--- config.mk ---
export PLATFORM = sky130hd
export DESIGN_NAME = i2cr_port
export DESIGN_NICKNAME = d
export VERILOG_FILES = /design/src/rtl/i2cr_pkg.sv /design/src/rtl/i2cr_deglitch.sv /design/src/rtl/i2cr_cfgregs.sv /design/src/rtl/i2cr_engine.sv /design/src/rtl/i2cr_port.sv
export SDC_FILE = /design/constraint.sdc
export NUM_CORES = 1
export LEC_CHECK = 0
export ABC_AREA = 1
export BUFFER_PORTS_ARGS = -buffer_cell sky130_fd_sc_hd__buf_2
export CORE_UTILIZATION = 60
export CTS_CLUSTER_SIZE = 20
export DETAILED_ROUTE_END_ITERATION = 8
export HOLD_SLACK_MARGIN = 0.1
export MAX_ROUTING_LAYER = met4
export PLACE_DENSITY = 0.81
export SLEW_MARGIN = 20
export SYNTH_ARGS = -nofsm -noshare
export SYNTH_HDL_FRONTEND = slang
export SYNTH_HIERARCHICAL = 1
export SYNTH_SLANG_ARGS = --single-unit
--- constraint.sdc ---
create_clock -name clk -period 3 [get_ports clk]
set_input_delay 0.15 -clock clk [delete_from_list [all_inputs] [get_ports clk]]
set_output_delay 0.15 -clock clk [all_outputs]
set_load 0.02 [all_outputs]
--- src/rtl/i2cr_pkg.sv ---
package i2cr_pkg;

    typedef enum logic [3:0] {
        ST_IDLE,
        ST_DEV,
        ST_DEV_ACK,
        ST_REG,
        ST_REG_ACK,
        ST_WDATA,
        ST_WDATA_ACK,
        ST_RDATA,
        ST_RDATA_ACK,
        ST_SKIP
    } phase_t;

    // Strap level: 0 = open, 1 = low, 2 = high.
    function automatic logic [1:0] strap_level(input logic [1:0] code);
        if (code[1])
            return 2'd0;
        else if (code[0])
            return 2'd2;
        else
            return 2'd1;
    endfunction

    function automatic logic [6:0] strap_addr(input logic [1:0] s0, input logic [1:0] s1);
        logic [3:0] idx;
        idx = {strap_level(s1), strap_level(s0)};
        case (idx)
            4'h0:    return 7'h68;
            4'h1:    return 7'h64;
            4'h2:    return 7'h62;
            4'h4:    return 7'h6C;
            4'h5:    return 7'h69;
            4'h6:    return 7'h70;
            4'h8:    return 7'h71;
            4'h9:    return 7'h72;
            4'hA:    return 7'h74;
            default: return 7'h68;
        endcase
    endfunction

endpackage

--- src/rtl/i2cr_deglitch.sv ---
module i2cr_deglitch #(
    parameter int FILT_CYC = 13
) (
    input  logic clk,
    input  logic rst_n,
    input  logic raw,
    output logic clean
);
    localparam int CW = $clog2(FILT_CYC + 1);

    logic          sync1, sync2;
    logic [CW-1:0] cnt;

    always_ff @(posedge clk or negedge rst_n) begin
        if (!rst_n) begin
            sync1 <= 1'b1;
            sync2 <= 1'b1;
        end else begin
            sync1 <= raw;
            sync2 <= sync1;
        end
    end

    // A new level is accepted only after FILT_CYC cycles of disagreement.
    always_ff @(posedge clk or negedge rst_n) begin
        if (!rst_n) begin
            clean <= 1'b1;
            cnt   <= '0;
        end else if (sync2 == clean) begin
            cnt <= '0;
        end else if (cnt == CW'(FILT_CYC - 1)) begin
            clean <= sync2;
            cnt   <= '0;
        end else begin
            cnt <= cnt + 1'b1;
        end
    end

endmodule

--- src/rtl/i2cr_cfgregs.sv ---
module i2cr_cfgregs #(
    parameter int              NCH     = 6,
    parameter logic [NCH*8-1:0] RST_VAL = 48'h0000_0707_0708
) (
    input  logic             clk,
    input  logic             rst_n,
    input  logic             we,
    input  logic [7:0]       waddr,
    input  logic [7:0]       wdata,
    input  logic [7:0]       raddr,
    output logic [7:0]       rdata,
    output logic [NCH*8-1:0] regs_flat
);
    logic [7:0] regs [NCH];

    for (genvar i = 0; i < NCH; i++) begin : g_ch
        always_ff @(posedge clk or negedge rst_n) begin
            if (!rst_n)
                regs[i] <= RST_VAL[i*8 +: 8];
            else if (we && (waddr == 8'd0 || waddr == 8'(i + 1)))
                regs[i] <= wdata;
        end

        assign regs_flat[i*8 +: 8] = regs[i];

        a_r3_chan_write: assert property (@(posedge clk) disable iff (!rst_n)
            (we && waddr == 8'(i + 1)) |=> (regs[i] == $past(wdata)));
        a_r3_other_kept: assert property (@(posedge clk) disable iff (!rst_n)
            (we && waddr != 8'd0 && waddr != 8'(i + 1)) |=> $stable(regs[i]));
        a_r4_broadcast: assert property (@(posedge clk) disable iff (!rst_n)
            (we && waddr == 8'd0) |=> (regs[i] == $past(wdata)));
        a_r5_reserved_kept: assert property (@(posedge clk) disable iff (!rst_n)
            (we && waddr > 8'(NCH)) |=> $stable(regs[i]));
    end

    // Register 0 reads back as channel 1; reserved numbers read as zero.
    always_comb begin
        rdata = '0;
        if (raddr == 8'd0)
            rdata = regs[0];
        else
            for (int i = 0; i < NCH; i++)
                if (raddr == 8'(i + 1))
                    rdata = regs[i];
    end

endmodule

--- src/rtl/i2cr_engine.sv ---
module i2cr_engine
    import i2cr_pkg::*;
#(
    parameter int HOLD_CYC = 75
) (
    input  logic       clk,
    input  logic       rst_n,
    input  logic       scl,
    input  logic       sda,
    input  logic [6:0] dev_addr,
    input  logic [7:0] rdata,
    output logic       we,
    output logic [7:0] waddr,
    output logic [7:0] wdata,
    output logic [7:0] raddr,
    output logic       sda_oe
);
    localparam int HW = $clog2(HOLD_CYC + 1);

    phase_t        state, nxt;
    logic          scl_q, sda_q;
    logic          rise, fall, start_ev, stop_ev;
    logic [7:0]    shreg, txreg, reg_ptr;
    logic [3:0]    bitcnt;
    logic          rw, pending, drv;
    logic [HW-1:0] hcnt;
    logic          byte_full;

    always_ff @(posedge clk or negedge rst_n) begin
        if (!rst_n) begin
            scl_q <= 1'b1;
            sda_q <= 1'b1;
        end else begin
            scl_q <= scl;
            sda_q <= sda;
        end
    end

    assign rise      = scl & ~scl_q;
    assign fall      = ~scl & scl_q;
    assign start_ev  = scl & scl_q & sda_q & ~sda;
    assign stop_ev   = scl & scl_q & ~sda_q & sda;
    assign byte_full = (bitcnt == 4'd8);

    always_comb begin
        nxt = state;
        if (start_ev)
            nxt = ST_DEV;
        else if (stop_ev)
            nxt = ST_IDLE;
        else if (fall) begin
            unique case (state)
                ST_IDLE:      nxt = ST_IDLE;
                ST_DEV:       if (byte_full) nxt = (shreg[7:1] == dev_addr) ? ST_DEV_ACK : ST_SKIP;
                ST_DEV_ACK:   nxt = rw ? ST_RDATA : ST_REG;
                ST_REG:       if (byte_full) nxt = ST_REG_ACK;
                ST_REG_ACK:   nxt = ST_WDATA;
                ST_WDATA:     if (byte_full) nxt = ST_WDATA_ACK;
                ST_WDATA_ACK: nxt = ST_SKIP;
                ST_RDATA:     if (byte_full) nxt = ST_RDATA_ACK;
                ST_RDATA_ACK: nxt = ST_SKIP;
                ST_SKIP:      nxt = ST_SKIP;
                default:      nxt = ST_IDLE;
            endcase
        end
    end

    always_ff @(posedge clk or negedge rst_n) begin
        if (!rst_n)
            state <= ST_IDLE;
        else
            state <= nxt;
    end

    // Byte shifting, pointer, pending write and the next SDA drive value.
    always_ff @(posedge clk or negedge rst_n) begin
        if (!rst_n) begin
            shreg   <= '0;
            txreg   <= '0;
            reg_ptr <= '0;
            wdata   <= '0;
            bitcnt  <= '0;
            rw      <= 1'b0;
            pending <= 1'b0;
            drv     <= 1'b0;
            we      <= 1'b0;
        end else begin
            we <= 1'b0;
            if (start_ev || stop_ev) begin
                bitcnt  <= '0;
                pending <= 1'b0;
                drv     <= 1'b0;
                if (stop_ev && pending)
                    we <= 1'b1;
            end else if (rise) begin
                if (state inside {ST_DEV, ST_REG, ST_WDATA, ST_RDATA}) begin
                    shreg  <= {shreg[6:0], sda};
                    bitcnt <= bitcnt + 4'd1;
                end
            end else if (fall) begin
                unique case (state)
                    ST_DEV: if (byte_full) begin
                        rw     <= shreg[0];
                        bitcnt <= '0;
                        drv    <= (shreg[7:1] == dev_addr);
                    end
                    ST_DEV_ACK: begin
                        txreg <= rdata;
                        drv   <= rw & ~rdata[7];
                    end
                    ST_REG: if (byte_full) begin
                        reg_ptr <= shreg;
                        bitcnt  <= '0;
                        drv     <= 1'b1;
                    end
                    ST_WDATA: if (byte_full) begin
                        wdata   <= shreg;
                        pending <= 1'b1;
                        bitcnt  <= '0;
                        drv     <= 1'b1;
                    end
                    ST_RDATA: begin
                        if (byte_full) begin
                            bitcnt <= '0;
                            drv    <= 1'b0;
                        end else begin
                            txreg <= {txreg[6:0], 1'b0};
                            drv   <= ~txreg[6];
                        end
                    end
                    default: drv <= 1'b0;
                endcase
            end
        end
    end

    // Output stage: apply the drive value HOLD_CYC cycles after SCL falls.
    always_ff @(posedge clk or negedge rst_n) begin
        if (!rst_n) begin
            sda_oe <= 1'b0;
            hcnt   <= '0;
        end else if (start_ev || stop_ev) begin
            sda_oe <= 1'b0;
            hcnt   <= '0;
        end else if (fall) begin
            hcnt <= HW'(HOLD_CYC);
        end else if (hcnt != '0) begin
            hcnt <= hcnt - 1'b1;
            if (hcnt == HW'(1))
                sda_oe <= drv;
        end
    end

    assign waddr = reg_ptr;
    assign raddr = reg_ptr;

    a_r11_hold_after_fall: assert property (@(posedge clk) disable iff (!rst_n)
        fall |=> ##1 $stable(sda_oe));
    a_r2_drive_in_ack_or_read: assert property (@(posedge clk) disable iff (!rst_n)
        $rose(sda_oe) |-> (state inside {ST_DEV_ACK, ST_REG_ACK, ST_WDATA_ACK, ST_RDATA}));
    a_r2_commit_after_stop: assert property (@(posedge clk) disable iff (!rst_n)
        we |-> $past(stop_ev));
    a_r9_idle_released: assert property (@(posedge clk) disable iff (!rst_n)
        (state == ST_IDLE) |-> !sda_oe);
    a_r9_stop_releases: assert property (@(posedge clk) disable iff (!rst_n)
        stop_ev |=> !sda_oe);

endmodule

--- src/rtl/i2cr_port.sv ---
module i2cr_port
    import i2cr_pkg::*;
#(
    parameter int               NCH      = 6,
    parameter int               FILT_CYC = 13,
    parameter int               HOLD_CYC = 75,
    parameter logic [NCH*8-1:0] RST_VAL  = 48'h0000_0707_0708
) (
    input  logic             clk,
    input  logic             rst_n,
    input  logic             scl_in,
    input  logic             sda_in,
    input  logic [1:0]       strap0,
    input  logic [1:0]       strap1,
    output logic             sda_oe,
    output logic [NCH*8-1:0] chan_cfg
);
    logic [1:0] raw_lines, clean_lines;
    logic       we;
    logic [7:0] waddr, wdata, raddr, rdata;
    logic [6:0] dev_addr;

    assign raw_lines = {sda_in, scl_in};
    assign dev_addr  = strap_addr(strap0, strap1);

    for (genvar g = 0; g < 2; g++) begin : g_line
        i2cr_deglitch #(.FILT_CYC(FILT_CYC)) u_dg (
            .clk   (clk),
            .rst_n (rst_n),
            .raw   (raw_lines[g]),
            .clean (clean_lines[g])
        );
    end

    i2cr_engine #(.HOLD_CYC(HOLD_CYC)) u_eng (
        .clk      (clk),
        .rst_n    (rst_n),
        .scl      (clean_lines[0]),
        .sda      (clean_lines[1]),
        .dev_addr (dev_addr),
        .rdata    (rdata),
        .we       (we),
        .waddr    (waddr),
        .wdata    (wdata),
        .raddr    (raddr),
        .sda_oe   (sda_oe)
    );

    i2cr_cfgregs #(.NCH(NCH), .RST_VAL(RST_VAL)) u_regs (
        .clk       (clk),
        .rst_n     (rst_n),
        .we        (we),
        .waddr     (waddr),
        .wdata     (wdata),
        .raddr     (raddr),
        .rdata     (rdata),
        .regs_flat (chan_cfg)
    );

endmodule

==> results of run 1 <==
## flip-flops by register name, summed over array words and instances (netlist names), 2 cells and up
| register | cells |
|---|---|
| u_regs/regs_flat | 48 |
| g_line.u_dg/cnt | 8 |
| u_eng/raddr | 8 |
| u_eng/shreg | 8 |
| u_eng/wdata | 8 |
| u_eng/hcnt | 7 |
| u_eng/txreg | 7 |
| u_eng/bitcnt | 4 |
| u_eng/state | 4 |
| g_line.u_dg/clean | 2 |
| g_line.u_dg/sync1 | 2 |
| g_line.u_dg/sync2 | 2 |
## per-stage QoR
stage | std cells | instance area, um2 | hold slack [ns] | util [%] | total power (uW)
3_5_place_dp | 910 | 6195 | 0.2279 | 66.10 | 2041
6_report | 945 | 6839 | 0.2082 | 72.98 | 4098
3_3_place_gp | 910 | 6195 | 0.2255 | 66.10 | 2022
5_1_grt | 945 | 6839 | 0.2695 | 72.98 | 4242
4_1_cts | 945 | 6839 | 0.2377 | 72.98 | 4108
2_1_floorplan | 745 | 5871 | -0.1456 | - | 1930
## layer usage
| layer | vias to the layer above | track usage, % | wire, um |
|---|---|---|---|
| li1 | 2504 | - | - |
| met5 | - | - | 0 |
| met3 | 36 | 5.340 | 953 |
| met4 | 0 | 11.71 | 299 |
| met1 | 2519 | 37.90 | 5990 |
| met2 | 209 | 51.11 | 6974 |
## synth_stat cells, drive strengths merged
library cell / number
nand3: 63
o211ai: 6
o21bai: 3
nor2: 73
nand2: 206
buf: 19
ha: 12
a21boi: 1
inv: 102
and3: 1
o31ai: 1
o22ai: 2
nor3b: 1
nand4: 15
or2: 1
o21a: 1
a211oi: 1
conb: 1
nor3: 6
dfstp: 18
nand3b: 1
o21ai: 95
a21oi: 12
xnor2: 2
dfrtp: 97
clkbuf: 2
## worst max-delay path: cells and delay by family (launching register included)
kind                   cells  cell delay (ns)
AOI/OAI and AO/OA          2             0.21
buffers and inverters      3             0.73
DFF                        1             0.40
and+or+nand+nor            9             0.89
## logic make-up after synthesis
logic type	share of synthesized area (%)
flip-flops	49.50
buffers and inverters	8.926
XOR/XNOR	0.2990
AND/OR/NAND/NOR	27.38
adder cells (fa/ha/maj)	2.562
other	0.06400
AO/OA/AOI/OAI	11.28
## cell type report
class	instances	area share, %
tap	129	2.360
sequential	115	42.41
timing repair buffer	60	4.866
clock inverter	13	2.525
clock buffer	19	6.458
multi-input combinational	507	35.78
inverter	102	5.598
## placed cells by master, fill, tap and decap left out, drive strengths merged, types with 2 or more instances in the layout
| cell | instances |
|---|---|
| a21oi | 12 |
| buf | 57 |
| bufinv | 3 |
| clkbuf | 19 |
| clkinv | 4 |
| conb | 4 |
| dfrtp | 97 |
| dfstp | 18 |
| dlygate4sd3 | 3 |
| ha | 12 |
| inv | 107 |
| nand2 | 206 |
| nand3 | 63 |
| nand4 | 15 |
| nor2 | 73 |
| nor3 | 6 |
| o211ai | 6 |
| o21ai | 95 |
| o21bai | 3 |
| o22ai | 2 |
| xnor2 | 2 |
## final timing paths
| path | end | slack (ns) | cells after the start |
|---|---|---|---|
| setup / recovery | u_eng/drv | 0.65 | 14 |
| min in group clk | g_line[1].u_dg/sync1 | 0.28 | 2 |
| hold reg to reg | g_line[0].u_dg/sync2 | 0.36 | 0 |
| max in group asynchronous | u_eng/sda_q | 1.98 | 3 |
| hold / removal | u_regs/regs_flat[28] | 0.21 | 2 |
| setup reg to reg | u_eng/drv | 0.65 | 14 |
## power breakdown
part	total, uW	internal (uW)	switching, uW
combinational	341	123	219
sequential	1680	1630	54.5
clock	2080	1320	752
total	4100	3070	1030
==> impl_metrics.toml, run 1 <==
[yosys]
synthTopCellsByArea = "dfrtp_1, nand2_1, dfstp_2, o21ai_0, inv_1"
yosysUniqueCellTypes = 39
yosysTopAreaCell = "dfrtp_1"
ys_seq_area_share_pct = 49.50
synth_area_per_cell_um2 = 7.897
yosys_warnings = 6
synth_area_um2 = 5859
synth_seq_cells = 115
synth_top_area_share_pct = 41.43
synth_cells = 742

[sta]
finalWorstSetupSlack_ns = 0.6523
fin_crit_sh_pct = 78.26
fin_crit_ns = 2.348
max_slew.worst_pin.slew_ns = 0.8882
tns_ns = 0
setup-violations-final = 0
rsz0062_at_grt = "false"
finalHoldViolations = 0
fmax_ghz = 0.4260
max_slew_margin_pct = 40.33
slew_viol_final = 0
clock_skew_ns = 0.007952

[global_route]
grt_pass1_wl_um = 23230
grt.total_usage_pct = 30.81
first_global_vias = 5026
grt_antenna_before_repair = 0
gr-total-overflow = 0
grt_max_degree = 64

[clock_tree]
clock_sinks = 115
cts_tree = "yes"
clock_latency_ns = 0.51
cts_buffers = 17
cts_hold_buf = 3
cts_resized = 0
cts_setup_buffers = 0
cts.path.max_buffers = 2
htreeDepth = 4
clockRootBuffer = "clkbuf_8"
path_clk_slew_ns = 0.06

[place]
place_hpwl_um = 10040
place_congestion = 0.9492
portBuffers = 56
pre_cts_ws_ns = 0.7645

[die]
core_um2 = 9371
ios = 57
die_w_um = 100.8
die_h_um = 100.8
dieArea_um2 = 10160
initial_core_util_pct = 62.52
rows = 35

[worst_setup_path]
criticalPathCategory = "flop to flop"
crit_start = "u_eng/raddr[4]"
cp_max_fo = 20
r2r-start = "u_eng/raddr[4]"
path_cells = "nor2_1, nand2_1, inv_1, nand2_1, inv_1, nand2_1, nand2_1, inv_1, a21oi_1, nor2_1, nor3_1, nand3_1, nand2_1, o21ai_0"
cp.required_ns = 3.39
end_kind = "flop"
slowest_stage = "inv_1"
arrival_ns = 2.74
cp_slowest_stage_delay_ns = 0.45
cpMostUsedCell = "nand2_1"
cp-start-kind = "flop"

[drt]
ant_nets = 0
drt_first_pass_iters = 5
drc = 0
routedWlPerCell_um = 15.05
totalWireLength_um = 14220
vias = 5268
vias_per_cell = 5.575
drtIter0Drc = 404

[final_layout]
multi_input_area_um2 = 2447
layout.nets = 823
nFillCells = 711
antennaDiodeCount = 0
drive_gt1_share_pct = 17.52
syn_to_final_growth_pct = 16.72
register_area_um2 = 2900

[run]
maxCapViolCount = 0

[hold_path]
hold_path_class = "input pin to asynchronous set/reset pin"

[power]
ir_worst_vdd_uv = 565.9
power.density_nw_per_um2 = 599.3
p_leak_uw = 0.003275

[status]
status = "finished clean"
(Power assumes the default switching activity.)
==> run 2: changes to the inputs <==
--- a/config.mk
+++ b/config.mk
@@ -7,12 +7,12 @@
 export LEC_CHECK = 0
 export ABC_AREA = 1
 export BUFFER_PORTS_ARGS = -buffer_cell sky130_fd_sc_hd__buf_2
-export CORE_UTILIZATION = 60
+export CORE_UTILIZATION = 59
 export CTS_CLUSTER_SIZE = 20
 export DETAILED_ROUTE_END_ITERATION = 8
 export HOLD_SLACK_MARGIN = 0.1
 export MAX_ROUTING_LAYER = met4
-export PLACE_DENSITY = 0.81
+export PLACE_DENSITY = 0.8
 export SLEW_MARGIN = 20
 export SYNTH_ARGS = -nofsm -noshare
 export SYNTH_HDL_FRONTEND = slang
==> constraint.sdc (replaced) <==
create_clock -name clk -period 2.2 [get_ports clk]
set_input_delay 0.11 -clock clk [delete_from_list [all_inputs] [get_ports clk]]
set_output_delay 0.11 -clock clk [all_outputs]
set_load 0.02 [all_outputs]
==> run 2 against run 1 <==
Against the previous run:
- highest routed layer unchanged
- die area is 1.7% higher
- global-route usage increased by 0.57 points
- worst setup slack got worse by 0.38 ns
- core utilization fell by 1.7 points
- clock skew grew 0.00059 ns
- total power rose by 36%
- largest cell class unchanged
- combinational power rose by 41%
- sequential power grew 36%
- worst hold slack worse by 0.051 ns
==> impl_metrics.toml, run 2 (synthesis gave the netlist of run 1 again) <==
[status]
status = "finished clean"

[worst_setup_path]
end_kind = "flop"
cp.required_ns = 2.60
criticalPathCategory = "flop to flop"
worstRegToRegCells = 14
cp_slowest_stage_delay_ns = 0.40
slowest_stage = "dfrtp_1"
arrival_ns = 2.33
cp-start-kind = "flop"
cp_max_fo = 7
cpMostUsedCell = "nand2_1"
path_cells = "nor2_1, nand2_1, inv_1, nand2_1, inv_1, nand2_1, nand2_1, inv_1, a21oi_1, nor2_1, nor3_1, nand3_1, nand2_1, o21ai_0"

[die]
die_w_um = 101.7
core_um2 = 9684
rows = 36
dieArea_um2 = 10330
die_h_um = 101.7
ios = 57
initial_core_util_pct = 60.50

[global_route]
grt.total_usage_pct = 31.38
grt_pass1_wl_um = 23730
grt_max_degree = 58
grt_antenna_before_repair = 0
first_global_vias = 5075
gr-total-overflow = 0

[drt]
routedWlPerCell_um = 14.91
drtIter0Drc = 399
vias_per_cell = 5.461
ant_nets = 0
drt_first_pass_iters = 5
drc = 0
totalWireLength_um = 14270
vias = 5226

[clock_tree]
cts_buffers = 17
cts.path.max_buffers = 2
cts_setup_buffers = 0
htreeDepth = 4
clock_sinks = 115
path_clk_slew_ns = 0.05
clock_latency_ns = 0.53
clockRootBuffer = "clkbuf_8"
cts_tree = "yes"

[sta]
finalHoldViolations = 0
clock_skew_ns = 0.008543
tns_ns = 0
fmax_ghz = 0.5189
max_slew.worst_pin.slew_ns = 0.7144
fin_crit_sh_pct = 87.60
setup-violations-final = 0
rsz0062_at_grt = "false"
slew_viol_final = 0
max_slew_margin_pct = 52.22
fin_crit_ns = 1.927

[final_layout]
drive_gt1_share_pct = 17.96
antennaDiodeCount = 0
final_cell_mix = "nand2_1, dfrtp_1, inv_1"
layout.nets = 831
syn_to_final_growth_pct = 17.87
largest_reg_flops = 48
instances_no_fill = 957
final_common_cell = "nand2_1"

[power]
power.density_nw_per_um2 = 807.9
ir_worst_vdd_uv = 448.4
p_leak_uw = 0.003311

[place]
place_congestion = 0.9302
place_hpwl_um = 9973
post-place-cells = 921
portBuffers = 56

[run]
maxCapViolCount = 0

[hold_path]
hold_path_class = "input pin to asynchronous set/reset pin"
## run 2: cell count changes in the layout (fill, tap and decap cells not counted), sizes merged
cell	delta
inv	-5
clkinv	-1
clkinvlp	+1
clkbuf	+5
buf	+7
dlygate4sd3	+1
## run 2: area by class of cell
class / instances / area, um2
Inverter: 102 / 382.9
Multi-Input combinational cell: 507 / 2447
Clock inverter: 8 / 123.9
Tap cell: 133 / 166.4
Fill cell: 739 / 2778
Sequential cell: 115 / 2900
Timing Repair Buffer: 68 / 395.4
Clock buffer: 24 / 490.5
## run 2: routing by layer
metal,GRT usage [%],share of wire (%),vias to the layer above
li1,-,-,2521
met1,36.81,41,2438
met2,51.40,49,220
met3,6.211,6.2,47
met4,15.72,3.5,0
met5,-,0,-
## run 2: where the power goes
part           internal (uW)  leakage (uW)  switching [uW]  total [uW]
sequential              2220       0.00150            75.1        2290
clock                   1870      0.000297             934        2810
combinational            171       0.00151             309         480
total                   4260       0.00331            1320        5580
## run 2: per-stage QoR
stage	utilization, %	total power, uW	setup slack, ns	hold WS [ns]	instance area [um2]
floorplan	-	2631	0.5161	-0.1856	5871
global placement	64.56	2763	0.3666	0.01338	6252
detailed placement	64.56	2784	0.3093	0.01954	6252
CTS	71.32	5611	0.2891	0.1346	6907
global route	71.32	5790	0.03397	0.1647	6907
finish	71.32	5580	0.2727	0.1574	6907
## run 2: what timing repair did
action | 4_1_cts | 5_1_grt
endpoints found under the hold margin | 109 | 0
hold buffers | 4 | 0
gates resized for setup | 0 | 0
## run 2: worst paths after layout
kind	slack, ns	from	endpoint
max in group asynchronous	0.90	rst_n	u_eng/wdata[5]
min in group clk	0.23	sda_in	g_line[1].u_dg/sync1
worst max register to register	0.27	u_eng/raddr[7]	u_eng/drv
worst max-delay path	0.27	u_eng/raddr[7]	u_eng/drv
worst min register to register	0.36	g_line[0].u_dg/sync1	g_line[0].u_dg/sync2
worst min-delay path	0.16	rst_n	u_regs/regs_flat[8]
## run 2: worst max-delay path: cells and delay by family, from the launching register on
family	cells	cell delay, ns
DFF	1	0.40
buffers and inverters	3	0.32
and+or+nand+nor	9	0.86
AOI/OAI and AO/OA	2	0.24
